$ cat src/rtl/mrs_pkg.sv
package mrs_pkg;
   typedef enum logic [2:0] {
      ST_IDLE  = 3'd0,
      ST_WAIT  = 3'd1,
      ST_PULSE = 3'd2,
      ST_REL   = 3'd3,
      ST_DONE  = 3'd4
   } mrs_state_e;
endpackage

$ cat src/rtl/mrs_dom_map.sv
// Maps engine vectors to reset-domain bits: each engine's own bit, and the
// scaler bit of each engine that currently owns a scaler.
module mrs_dom_map #(
   parameter int NUM_DEC  = 4,
   parameter int NUM_ENH  = 2,
   parameter int DOM_W    = 19,
   parameter int DEC_BASE = 5,
   parameter int ENH_BASE = 13,
   parameter int SCL_BASE = 17
) (
   input  logic [NUM_DEC+NUM_ENH-1:0] eng_i,
   input  logic [NUM_DEC+NUM_ENH-1:0] owner_i,
   output logic [DOM_W-1:0]           eng_bits_o,
   output logic [DOM_W-1:0]           scl_bits_o
);
   localparam int NE = NUM_DEC + NUM_ENH;

   logic [DOM_W-1:0] eng_c [NE];
   logic [DOM_W-1:0] scl_c [NE];

   for (genvar i = 0; i < NUM_DEC; i++) begin : g_dec
      localparam int EB = DEC_BASE + i;
      localparam int SB = SCL_BASE + (i >> 1);
      assign eng_c[i] = {DOM_W{eng_i[i]}}   & (DOM_W'(1) << EB);
      assign scl_c[i] = {DOM_W{owner_i[i]}} & (DOM_W'(1) << SB);
   end

   for (genvar j = 0; j < NUM_ENH; j++) begin : g_enh
      localparam int EB = ENH_BASE + j;
      localparam int SB = SCL_BASE + j;
      assign eng_c[NUM_DEC+j] = {DOM_W{eng_i[NUM_DEC+j]}}   & (DOM_W'(1) << EB);
      assign scl_c[NUM_DEC+j] = {DOM_W{owner_i[NUM_DEC+j]}} & (DOM_W'(1) << SB);
   end

   always_comb begin
      eng_bits_o = '0;
      scl_bits_o = '0;
      for (int k = 0; k < NE; k++) begin
         eng_bits_o = eng_bits_o | eng_c[k];
         scl_bits_o = scl_bits_o | scl_c[k];
      end
   end
endmodule

$ cat src/rtl/mrs_ack_wait.sv
// Collects lock acknowledges during the wait phase and bounds the wait.
module mrs_ack_wait #(
   parameter int NE    = 6,
   parameter int TMO_W = 8
) (
   input  logic             clk,
   input  logic             rst_n,
   input  logic             clear_i,
   input  logic             run_i,
   input  logic [NE-1:0]    lock_i,
   input  logic [NE-1:0]    ack_i,
   input  logic [TMO_W-1:0] limit_i,
   output logic [NE-1:0]    acked_o,
   output logic             finish_o,
   output logic             expired_o
);
   logic [NE-1:0]    acked_q;
   logic [TMO_W-1:0] cnt_q;
   logic [TMO_W-1:0] last_cnt;
   logic             all_ok;
   logic             at_limit;

   assign acked_o   = (acked_q | ack_i) & lock_i;
   assign all_ok    = (acked_o == lock_i);
   assign last_cnt  = (limit_i == '0) ? '0 : limit_i - TMO_W'(1);
   assign at_limit  = (cnt_q == last_cnt);
   assign finish_o  = run_i & (all_ok | at_limit);
   assign expired_o = run_i & ~all_ok & at_limit;

   always_ff @(posedge clk or negedge rst_n) begin
      if (!rst_n) begin
         acked_q <= '0;
         cnt_q   <= '0;
      end else if (clear_i) begin
         acked_q <= '0;
         cnt_q   <= '0;
      end else if (run_i) begin
         acked_q <= acked_o;
         cnt_q   <= cnt_q + TMO_W'(1);
      end
   end
endmodule

$ cat src/rtl/media_rst_seq.sv
module media_rst_seq #(
   parameter int                NUM_DEC        = 4,
   parameter int                NUM_ENH        = 2,
   parameter int                DOM_W          = 19,
   parameter int                FULL_BIT       = 0,
   parameter int                DEC_BASE       = 5,
   parameter int                ENH_BASE       = 13,
   parameter int                SCL_BASE       = 17,
   parameter logic [NUM_DEC-1:0] DEC_SCL_ACCESS = 4'b0101,
   parameter int                TMO_W          = 8,
   parameter int                PULSE_LEN      = 4
) (
   input  logic                       clk,
   input  logic                       rst_n,
   input  logic                       start_i,
   input  logic [NUM_DEC-1:0]         dec_mask_i,
   input  logic [NUM_ENH-1:0]         enh_mask_i,
   input  logic                       full_chip_i,
   input  logic [TMO_W-1:0]           tmo_limit_i,
   input  logic [NUM_DEC+NUM_ENH-1:0] lock_ack_i,
   input  logic [NUM_DEC+NUM_ENH-1:0] usage_i,
   output logic                       busy_o,
   output logic                       done_o,
   output logic                       timeout_o,
   output logic [NUM_DEC+NUM_ENH-1:0] force_lock_o,
   output logic [DOM_W-1:0]           dom_reset_o
);
   import mrs_pkg::*;

   localparam int NE      = NUM_DEC + NUM_ENH;
   localparam int NUM_SCL = (((NUM_DEC - 1) >> 1) > (NUM_ENH - 1) ?
                             ((NUM_DEC - 1) >> 1) : (NUM_ENH - 1)) + 1;
   localparam int PCNT_W  = $clog2(PULSE_LEN + 1);

   if (SCL_BASE + NUM_SCL > DOM_W) begin : g_bad_scl
      $error("scaler bits exceed the reset-domain vector");
   end
   if (ENH_BASE + NUM_ENH > DOM_W || DEC_BASE + NUM_DEC > DOM_W) begin : g_bad_eng
      $error("engine bits exceed the reset-domain vector");
   end
   if (PULSE_LEN < 1 || FULL_BIT >= DOM_W) begin : g_bad_misc
      $error("pulse length or full-chip bit out of range");
   end

   mrs_state_e        state_q;
   logic [NE-1:0]     lock_q;
   logic [DOM_W-1:0]  mask_q;
   logic              tmo_q;
   logic [PCNT_W-1:0] pcnt_q;

   logic [NE-1:0]     req_vec;
   logic [NE-1:0]     lock_set;
   logic [NE-1:0]     acked;
   logic [DOM_W-1:0]  eng_bits;
   logic [DOM_W-1:0]  scl_bits;
   logic              accept;
   logic              in_wait;
   logic              wait_fin;
   logic              wait_exp;

   assign req_vec  = {enh_mask_i, dec_mask_i};
   assign lock_set = {enh_mask_i, dec_mask_i & DEC_SCL_ACCESS};
   assign accept   = start_i && (state_q == ST_IDLE);
   assign in_wait  = (state_q == ST_WAIT);

   mrs_ack_wait #(.NE(NE), .TMO_W(TMO_W)) u_wait (
      .clk      (clk),
      .rst_n    (rst_n),
      .clear_i  (accept),
      .run_i    (in_wait),
      .lock_i   (lock_q),
      .ack_i    (lock_ack_i),
      .limit_i  (tmo_limit_i),
      .acked_o  (acked),
      .finish_o (wait_fin),
      .expired_o(wait_exp)
   );

   mrs_dom_map #(
      .NUM_DEC (NUM_DEC),
      .NUM_ENH (NUM_ENH),
      .DOM_W   (DOM_W),
      .DEC_BASE(DEC_BASE),
      .ENH_BASE(ENH_BASE),
      .SCL_BASE(SCL_BASE)
   ) u_map (
      .eng_i     (req_vec),
      .owner_i   (acked & usage_i),
      .eng_bits_o(eng_bits),
      .scl_bits_o(scl_bits)
   );

   always_ff @(posedge clk or negedge rst_n) begin
      if (!rst_n) begin
         state_q <= ST_IDLE;
         lock_q  <= '0;
         mask_q  <= '0;
         tmo_q   <= 1'b0;
         pcnt_q  <= '0;
      end else begin
         unique case (state_q)
            ST_IDLE: begin
               if (accept) begin
                  tmo_q  <= 1'b0;
                  pcnt_q <= '0;
                  if (full_chip_i) begin
                     state_q <= ST_PULSE;
                     lock_q  <= '0;
                     mask_q  <= DOM_W'(1) << FULL_BIT;
                  end else begin
                     state_q <= ST_WAIT;
                     lock_q  <= lock_set;
                     mask_q  <= eng_bits;
                  end
               end
            end
            ST_WAIT: begin
               if (wait_fin) begin
                  mask_q  <= mask_q | scl_bits;
                  tmo_q   <= wait_exp;
                  state_q <= ST_PULSE;
               end
            end
            ST_PULSE: begin
               pcnt_q <= pcnt_q + PCNT_W'(1);
               if (pcnt_q == PCNT_W'(PULSE_LEN - 1)) begin
                  state_q <= ST_REL;
                  lock_q  <= '0;
               end
            end
            ST_REL:  state_q <= ST_DONE;
            ST_DONE: state_q <= ST_IDLE;
            default: state_q <= ST_IDLE;
         endcase
      end
   end

   assign busy_o       = (state_q != ST_IDLE);
   assign done_o       = (state_q == ST_DONE);
   assign timeout_o    = tmo_q;
   assign force_lock_o = lock_q;
   assign dom_reset_o  = (state_q == ST_PULSE) ? mask_q : '0;
endmodule

$ cat config.mk
export PLATFORM = sky130hd
export DESIGN_NAME = media_rst_seq
export DESIGN_NICKNAME = d
export VERILOG_FILES = /design/src/rtl/mrs_pkg.sv /design/src/rtl/mrs_dom_map.sv /design/src/rtl/mrs_ack_wait.sv /design/src/rtl/media_rst_seq.sv
export SDC_FILE = /design/constraint.sdc
export NUM_CORES = 1
export LEC_CHECK = 0
export CORE_MARGIN = 2
export CORE_UTILIZATION = 57
export DETAILED_ROUTE_END_ITERATION = 8
export DONT_BUFFER_PORTS = 1
export HOLD_SLACK_MARGIN = 0.1
export PLACE_DENSITY = 0.79
export SLEW_MARGIN = 40
export SYNTH_ARGS = -nofsm -noshare
export SYNTH_HDL_FRONTEND = slang
export SYNTH_SLANG_ARGS = --single-unit
$ cat constraint.sdc
create_clock -name clk -period 1.9 [get_ports clk]
set_clock_uncertainty 0.15 [all_clocks]
set_input_delay 0.38 -clock clk [delete_from_list [all_inputs] [get_ports clk]]
set_output_delay 0.38 -clock clk [all_outputs]
set_load 0.01 [all_outputs]
==> results of run 1 <==
==> placed cells by master (no fill, tap or decap), types with 7 or more instances in the layout <==
| cell type | netlist | routed |
|---|---|---|
| nand2_1 | 24 | 24 |
| xnor2_1 | 7 | 7 |
| o21ai_0 | 7 | 7 |
| buf_4 | 13 | 19 |
| a22o_1 | 13 | 13 |
| dfrtp_1 | 32 | 30 |
| dlygate4sd3_1 | 0 | 12 |
| nor2_1 | 24 | 23 |
| conb_1 | 1 | 12 |
| nand3_1 | 13 | 13 |
==> where the power goes <==
group,switching [mW],leakage [nW],internal (mW),total (mW)
Clock,0.228,0.0422,0.276,0.504
Combinational,0.714,0.634,0.628,1.34
Sequential,0.201,0.424,0.921,1.12
==> state kept, by name, summed over array words and instances, names as in the netlist <==
name	count
force_lock_o	4
mask_q	9
pcnt_q	3
state_q	3
timeout_o	1
u_wait.acked_q	4
u_wait.cnt_q	8
==> critical path: cells and delay by family (launching register included) <==
kind	cells	cell delay, ns
buffers and inverters	1	0.15
flip-flops	1	0.48
AND/OR/NAND/NOR	2	0.32
==> worst min path at each step <==
stage | startpoint | to
2_1_floorplan | rst_n | force_lock_o[0]
3_3_place_gp | rst_n | pcnt_q[0]
3_5_place_dp | rst_n | pcnt_q[0]
4_1_cts | full_chip_i | mask_q[8]
5_1_grt | full_chip_i | mask_q[6]
6_report | full_chip_i | mask_q[8]
==> layer usage <==
metal | share of wire (%) | global-route usage [%]
met5 | 0 | 0
met4 | 0.75 | 6.52
met3 | 5.6 | 5.81
met2 | 49 | 39.2
met1 | 45 | 31.1
==> logic make-up (layout without fill, tap and decap cells) <==
| kind of cell | count (synthesis) | in the layout | share of synthesized area (%) |
|---|---|---|---|
| flops | 32 | 32 | 39.0 |
| buf+inv | 30 | 47 | 8.40 |
| xor+xnor | 13 | 13 | 5.54 |
| mux | 3 | 3 | 1.46 |
| fa+ha+maj | 4 | 4 | 2.44 |
| other cells | 1 | 12 | 0.183 |
| simple gates | 92 | 92 | 22.8 |
| compound gates | 51 | 51 | 20.2 |
==> through the flow <==
stage               util, %  power, mW
finish                 71.7       2.97
detailed placement     63.9       2.32
global placement       63.9       2.27
floorplan                 -       1.97
global route           71.7       3.18
CTS                    70.4       2.87
==> final cells by class <==
type                            instances  area share [%]
Inverter                                7            1.80
Timing Repair Buffer                   32            11.6
Multi-Input combinational cell        175            48.0
Clock inverter                          2            1.44
Clock buffer                            6            1.70
Sequential cell                        32            33.0
Tap cell                               46            2.37
==> repair_timing <==
item | 4_1_cts | 5_1_grt
setup buffers | 0 | 1
hold buffers | 13 | 0
hold endpoints to repair | 47 | 0
setup endpoints to repair | 3 | 9
cloned | 0 | 1
resized for setup | 2 | 9
==> reports/qor.yml, run 1 <==
fmax_mhz: 548
crit_chain: "nor2_4 > buf_4 > and3_4"
status: "finished clean"
grt_first_pass_wirelength_um: 7590
post-route-min-period_ns: 1.83
synth_area_leaders: "dfrtp_1 39%, a22o_1 5.5%, buf_4 4.8%"
dieArea_um2: 4100
finalMaxSlewViolations: 0
synthArstFlopShare_pct: 100
multi_input_area_um2: 1170
area_delta_synth_final_pct: 18.3
power_per_cell_area_nw_per_um2: 1220
fillers: 264
dr.pass1.iters: 4
ys_seq_area_share_pct: 39.0
synth_cell_types: 45
cts_tree: "built"
final_cells: 300
start_util_pct: 60.6
rr_worst_depth: 6
place_hpwl_um: 3280
drt_iter0_drc: 104
h-tree-depth: 2
antenna_found_initial: 0
first_global_vias: 1648
ys_seq_elements: 32
synth_top_area_share_pct: 39.0
postRouteAntennaNets: 0
coreArea_um2: 3390
reg2reg_from: "state_q[2]"
hold_path_depth: 2
endpoint_kind: "primary output"
clk_path_buf_depth: 2
synthCells: 226
final.period_utilization_pct: 96.1
clockRootBuffer: "clkbuf_4"
port_buffers: 0
netlist_area_um2: 2050
hold_viol: 0
path_clk_slew_ns: 0.10
dp_cells: 277
criticalPathCategory: "reg -> out"
synth_ff_type: "dfrtp_1"
place_ws_ns: -0.157
finalSetupTns_ns: 0
seqCellArea_um2: 803
routed_via_density: 5.87
yosysMostFrequentCell: "dfrtp_1"
drc: 0
synth_edf_count: 0
grt_util_all_layers_pct: 23.8
setup_slack_ns: 0.0748
synth_top_cell_by_area: "dfrtp_1"
reg2reg_slack_ns: 0.15
startpoint_type: "flip-flop"
antenna-diode-count: 0
cp_slowest_cell: "dfrtp_2"
clock_latency_ns: 0.33
arrival_ns: 1.30
path_max_fanout: 8
finalWirelength_um: 4690
drive_gt1_share_pct: 18.5
crit_end: "dom_reset_o[17]"
holdWs_ns: 0.154
wl_per_cell_um: 15.6
io-pin-count: 58
finalSetupViolations: 0
ir_worst_vdd_uv: 841
rsz0062_at_grt: "no"
rows: 21
min_path_type: "in -> reg"
critPathRequiredTime_ns: 1.37
syn_area_per_cell_um2: 9.09
cts_buffers: 5
cts.sinks: 32
grt_overflow_total: 0
die_h_um: 64.0
place_area_um2: 2160
synthTopCellsByCount: "32 x dfrtp_1, 24 x nand2_1, 24 x nor2_1"
dr_total_vias: 1761
die_width_um: 64.0
reg2reg_to: "mask_q[17]"
cap_violations: 0
gp_congestion: 0.852
num-nets-final: 287
grt_max_degree: 33
leakage_nw: 1.10
slowest_delay_ns: 0.48
crit_path_start: "state_q[0]"
post-route-cell-area_um2: 2430
yosysWarnings: 0
(Power assumes the default switching activity.)
==> run 2, diff against run 1 <==
--- a/config.mk
+++ b/config.mk
@@ -5,12 +5,15 @@
 export SDC_FILE = /design/constraint.sdc
 export NUM_CORES = 1
 export LEC_CHECK = 0
+export CAP_MARGIN = 20
 export CORE_MARGIN = 2
 export CORE_UTILIZATION = 57
 export DETAILED_ROUTE_END_ITERATION = 8
 export DONT_BUFFER_PORTS = 1
 export HOLD_SLACK_MARGIN = 0.1
 export PLACE_DENSITY = 0.79
+export RECOVER_POWER = 25
+export REMOVE_ABC_BUFFERS = 1
 export SLEW_MARGIN = 40
 export SYNTH_ARGS = -nofsm -noshare
 export SYNTH_HDL_FRONTEND = slang
==> run 2 against run 1 <==
  * Critical path depth increased by 5
  * Final cell count increased by 0.67%
  * Fmax decreased by 2.9%
==> reports/qor.yml, run 2 (synthesis gave the netlist of run 1 again) <==
status: "finished clean"
setup_slack_ns: 0.0204  # -0.0544 ns
clk_path_buf_depth: 2  # unchanged
coreArea_um2: 3390  # unchanged
h-tree-depth: 2  # unchanged
dieArea_um2: 4100  # unchanged
clkPwrFrac_pct: 17.2  # +0.2 points
layout_common_cells: "30 x dfrtp_1, 24 x nand2_1, 23 x nor2_1"
maxSlewHeadroom_pct: 46.9
grt_overflow_total: 0  # unchanged
leakage_nw: 1.11  # +1.1%
drc: 0  # unchanged
largest_reg_flops: 9  # unchanged
criticalPathCategory: "in -> reg"
clock_latency_ns: 0.34  # about the same
critPathRequiredTime_ns: 1.98  # +0.61 ns
fmax_mhz: 532  # -2.9%
port_buffers: 0  # unchanged
power_per_cell_area_nw_per_um2: 1260  # +2.9%
grt_max_degree: 33  # unchanged
routed_via_density: 5.93  # +1.0%
antenna_found_initial: 0  # unchanged
cts.sinks: 32  # unchanged
p_int_mw: 1.84  # +1.1%
hold_viol: 0  # unchanged
layout_commonest_cell: "dfrtp_1"
finalSetupTns_ns: 0  # unchanged
cap_violations: 0  # unchanged
top_regs: "mask_q (9), u_wait.cnt_q (8)"
rsz0062_at_grt: "yes"
startpoint_type: "input pin"
wl_per_cell_um: 16.7  # +7.0%
place_ws_ns: -0.338  # -0.181 ns
finalMaxSlewViolations: 0  # unchanged
endpoint_kind: "flip-flop"
first_global_vias: 1779  # +7.9%
p_seq_share_pct: 36.8  # -1.0 points
arrival_ns: 1.96  # +0.66 ns
cts_tree: "built"
die_h_um: 64.0  # unchanged
post-route-min-period_ns: 1.88  # +0.0544 ns
start_util_pct: 60.6  # unchanged
finalSetupViolations: 0  # unchanged
cts_buffers: 5  # unchanged
regMostFlops: "mask_q"
num-nets-final: 289  # +0.70%
pwr-share-comb_pct: 46.0  # +0.8 points
place_hpwl_um: 3390  # +3.3%
hp-start: "start_i"
antenna-diode-count: 0  # unchanged
dr_total_vias: 1791  # +1.7%
path_clk_slew_ns: 0.10  # about the same
fin_util_pct: 71.4  # -0.30 points
grt_first_pass_wirelength_um: 8050  # +6.0%
io-pin-count: 58  # unchanged
postRouteAntennaNets: 0  # unchanged
dr.pass1.iters: 4  # unchanged
crit_path_start: "tmo_limit_i[0]"
rows: 21  # unchanged
totalPowerFinal_mw: 3.04  # +2.4%
area_delta_synth_final_pct: 17.8
p_sw_mw: 1.20  # +4.7%
ir_worst_vdd_uv: 924  # +10%
die_width_um: 64.0  # unchanged
path_max_fanout: 5  # -3
drt_iter0_drc: 83  # -20%
final.period_utilization_pct: 98.9  # +2.9 points
min_path_type: "in -> reg"
p_sw_share_pct: 39.4  # +0.83 points
reg2reg_from: "u_wait.cnt_q[3]"
gp_congestion: 0.811  # -4.8%
drive_gt1_share_pct: 19.9  # +1.4 points
worst_slew_pin_slew_ns: 0.797
finalWirelength_um: 5050  # +7.7%
fillers: 267  # +1.1%
clockRootBuffer: "clkbuf_4"
grt_util_all_layers_pct: 25.7  # +1.9 points
[run 2: worst paths after layout]
path	endpoint	cells after the start	slack [ns]
worst min-delay path	u_wait.cnt_q[5]	2	0.22
min in group asynchronous	pcnt_q[0]	2	0.50
max in group asynchronous	state_q[0]	2	0.55
worst max register to register	timeout_o	5	0.08
worst max-delay path	timeout_o	8	0.02
worst min register to register	mask_q[0]	2	0.34
[run 2: layout make-up]
| cell class | count | area, µm² | area share [%] |
|---|---|---|---|
| Clock buffer | 5 | 37.5 | 1.55 |
| Clock inverter | 3 | 42.5 | 1.76 |
| Inverter | 7 | 26.3 | 1.09 |
| Multi-Input combinational cell | 175 | 1170 | 48.4 |
| Sequential cell | 32 | 803 | 33.2 |
| Tap cell | 46 | 57.6 | 2.38 |
| Timing Repair Buffer | 34 | 283 | 11.7 |
[run 2: per-layer routing]
| layer | vias to the layer above | track usage [%] | wire [µm] | part of all wire (%) |
|---|---|---|---|---|
| met2 | 62 | 42.1 | 2510 | 50 |
| met4 | 0 | 7.88 | 89 | 1.8 |
| met3 | 10 | 8.10 | 347 | 6.9 |
| met5 | - | 0 | 0 | 0 |
| li1 | 843 | - | - | - |
| met1 | 876 | 32.3 | 2100 | 42 |
[run 2: critical path, stage by stage]
cell	delay [ns]
inv_1	0.02
ha_2	0.21
and2b_1	0.19
xnor2_1	0.19
nor4bb_1	0.10
o21a_1	0.20
o32a_4	0.40
a32o_1	0.26
[run 2: stage by stage]
step | std cells | hold slack, ns | cell area [µm²]
2_1_floorplan | 214 | -0.0656 | 1950
3_3_place_gp | 279 | -0.0649 | 2150
3_5_place_dp | 279 | -0.0651 | 2150
4_1_cts | 300 | 0.232 | 2370
5_1_grt | 302 | 0.236 | 2420
6_report | 302 | 0.221 | 2420
[run 2: power groups by stage]
stage                     clock, mW  combinational (mW)  sequential (mW)
final                         0.524                1.40             1.12
after CTS                     0.521                1.30             1.09
after global placement            0                1.21             1.09
after detailed placement          0                1.25             1.10
after floorplan                   0               0.762             1.14
after global routing          0.567                1.55             1.15
[run 2: timing repair]
| item | in CTS | in global routing |
|---|---|---|
| endpoints found under the hold margin | 47 | 0 |
| buffers inserted | 0 | 1 |
| gates resized for setup | 0 | 16 |
| hold buffers | 13 | 0 |
| endpoints found under the setup margin | 0 | 17 |
==> run 3, diff against run 2 <==
--- a/config.mk
+++ b/config.mk
@@ -6,10 +6,10 @@
 export NUM_CORES = 1
 export LEC_CHECK = 0
 export CAP_MARGIN = 20
-export CORE_MARGIN = 2
 export CORE_UTILIZATION = 57
 export DETAILED_ROUTE_END_ITERATION = 8
 export DONT_BUFFER_PORTS = 1
+export GPL_ROUTABILITY_DRIVEN = 1
 export HOLD_SLACK_MARGIN = 0.1
 export PLACE_DENSITY = 0.79
 export RECOVER_POWER = 25
==> run 3 against run 2 <==
  * Fmax up 0.58%
  * Combinational power down 6%
  * Sequential power up 4%
  * Count of clock-buffer cells in the layout unchanged
  * Final area up 0.31%
  * Critical path depth down 4
  * Power down 1.3%
  * Worst setup slack better by 0.011 ns
  * Critical path type is now reg -> out
  * Critical endpoint is now busy_o
  * Largest power group unchanged
==> reports/qor.yml, run 3 (synthesis gave the netlist of run 1 again) <==
status: "finished clean"
crit_path_start: "state_q[0]"
critPathRequiredTime_ns: 1.37  # -0.61 ns
drive_gt1_share_pct: 20.9  # +0.94 points
power_per_cell_area_nw_per_um2: 1240  # -1.6%
drt_iter0_drc: 109  # +31%
cap_violations: 0  # unchanged
finalWirelength_um: 4600  # -9.0%
finalSetupViolations: 0  # unchanged
fillers: 238  # -11%
post-route-min-period_ns: 1.87  # -0.0108 ns
hp-start: "start_i"
startpoint_type: "flip-flop"
arrival_ns: 1.34  # -0.62 ns
fin_util_pct: 71.7  # +0.22 points
die_width_um: 62.0  # -3.1%
min_path_type: "in -> reg"
fmax_mhz: 535  # +0.58%
place_area_um2: 2120  # -1.4%
cts_tree: "built"
cts.sinks: 32  # unchanged
holdWs_ns: 0.207  # -0.0144 ns
clock_latency_ns: 0.34  # about the same
post-route-cell-area_um2: 2430  # +0.31%
gp_congestion: 0.831  # +2.5%
num-nets-final: 287  # -0.69%
maxSlewHeadroom_pct: 47.6  # +0.76 points
postRouteAntennaNets: 0  # unchanged
final.period_utilization_pct: 98.4  # -0.57 points
first_global_vias: 1655  # -7.0%
grt_util_all_layers_pct: 26.6  # +0.90 points
coreArea_um2: 3390  # unchanged
port_buffers: 0  # unchanged
largest_reg_flops: 9  # unchanged
h-tree-depth: 2  # unchanged
clk_path_buf_depth: 2  # unchanged
layout_common_cells: "30 x dfrtp_1, 23 x nand2_1, 22 x nor2_1"
worst_slew_pin_slew_ns: 0.785  # -0.0114 ns
wl_per_cell_um: 15.3  # -8.4%
clockRootBuffer: "clkbuf_4"
grt_max_degree: 33  # unchanged
seqCellArea_um2: 803  # unchanged
rows: 21  # unchanged
grt_first_pass_wirelength_um: 7200  # -10%
drc: 0  # unchanged
finalMaxSlewViolations: 0  # unchanged
multi_input_area_um2: 1190  # +1.6%
routed_via_density: 5.82  # -1.9%
dr_total_vias: 1746  # -2.5%
regMostFlops: "mask_q"
antenna_found_initial: 0  # unchanged
dr.pass1.iters: 5  # +1
criticalPathCategory: "reg -> out"
leakage_nw: 1.10  # -1.3%
antenna-diode-count: 0  # unchanged
path_clk_slew_ns: 0.11  # about the same
hold_viol: 0  # unchanged
io-pin-count: 58  # unchanged
dieArea_um2: 3850  # -6.1%
top_regs: "mask_q (9), u_wait.cnt_q (8)"
reg2reg_from: "u_wait.cnt_q[3]"
endpoint_kind: "primary output"
area_delta_synth_final_pct: 18.2
ir_worst_vdd_uv: 779  # -16%
place_hpwl_um: 3080  # -9.0%
die_h_um: 62.0  # -3.1%
path_max_fanout: 3  # -2
grt_overflow_total: 0  # unchanged
cts_buffers: 5  # unchanged
layout_commonest_cell: "dfrtp_1"
start_util_pct: 60.6  # unchanged
run 3: layout make-up:
type	instances	area share (%)
sequential	32	33.1
clock buffer	5	1.55
multi-input combinational	175	49.0
tap	46	2.37
timing repair buffer	32	11.2
clock inverter	3	1.75
inverter	7	1.08
run 3: what timing repair did:
action                                  CTS  global route
hold endpoints to repair                 47             0
gates resized for setup                   4            14
endpoints found under the setup margin    7            29
buffers inserted                          4             0
pin swaps                                 1             1
hold buffers                             13             0
run 3: metal layers:
metal / vias up / GRT usage (%) / wire length [µm]
met5: - / 0 / 0
met4: 0 / 11.1 / 82
met3: 10 / 5.59 / 326
met2: 64 / 41.5 / 2070
met1: 832 / 36.0 / 2120
li1: 840 / - / -
run 3: where the power goes:
group | internal [mW] | leakage, nW | total [mW] | switching [mW]
combinational | 0.630 | 0.632 | 1.31 | 0.676
sequential | 0.920 | 0.424 | 1.17 | 0.250
clock | 0.274 | 0.0412 | 0.525 | 0.251
total | 1.82 | 1.10 | 3.00 | 1.18
run 3: critical path: stages (launching register included):
cell	delay (ns)
dfrtp_2	0.45
buf_4	0.15
nor3_2	0.18
buf_4	0.15
inv_1	0.06
run 3: stage by stage:
stage	TNS, ns	std cells	worst slack [ns]	total power [mW]
3_3_place_gp	-1.19	275	-0.263	2.23
3_5_place_dp	-1.41	275	-0.290	2.28
6_report	0	300	0.0312	3.00
4_1_cts	0	300	0.0106	2.90
2_1_floorplan	-0.860	214	-0.203	1.90
5_1_grt	-0.0440	300	-0.0440	3.21
run 3: final timing paths:
kind                       slack (ns)  cells after the start              end
min                              0.21                      2  u_wait.cnt_q[3]
max reg2reg                      0.08                      5        timeout_o
min reg2reg                      0.36                      2        pcnt_q[2]
min in group asynchronous        0.49                      2        mask_q[0]
max in group asynchronous        0.56                      2       state_q[0]
max                              0.03                      4           busy_o
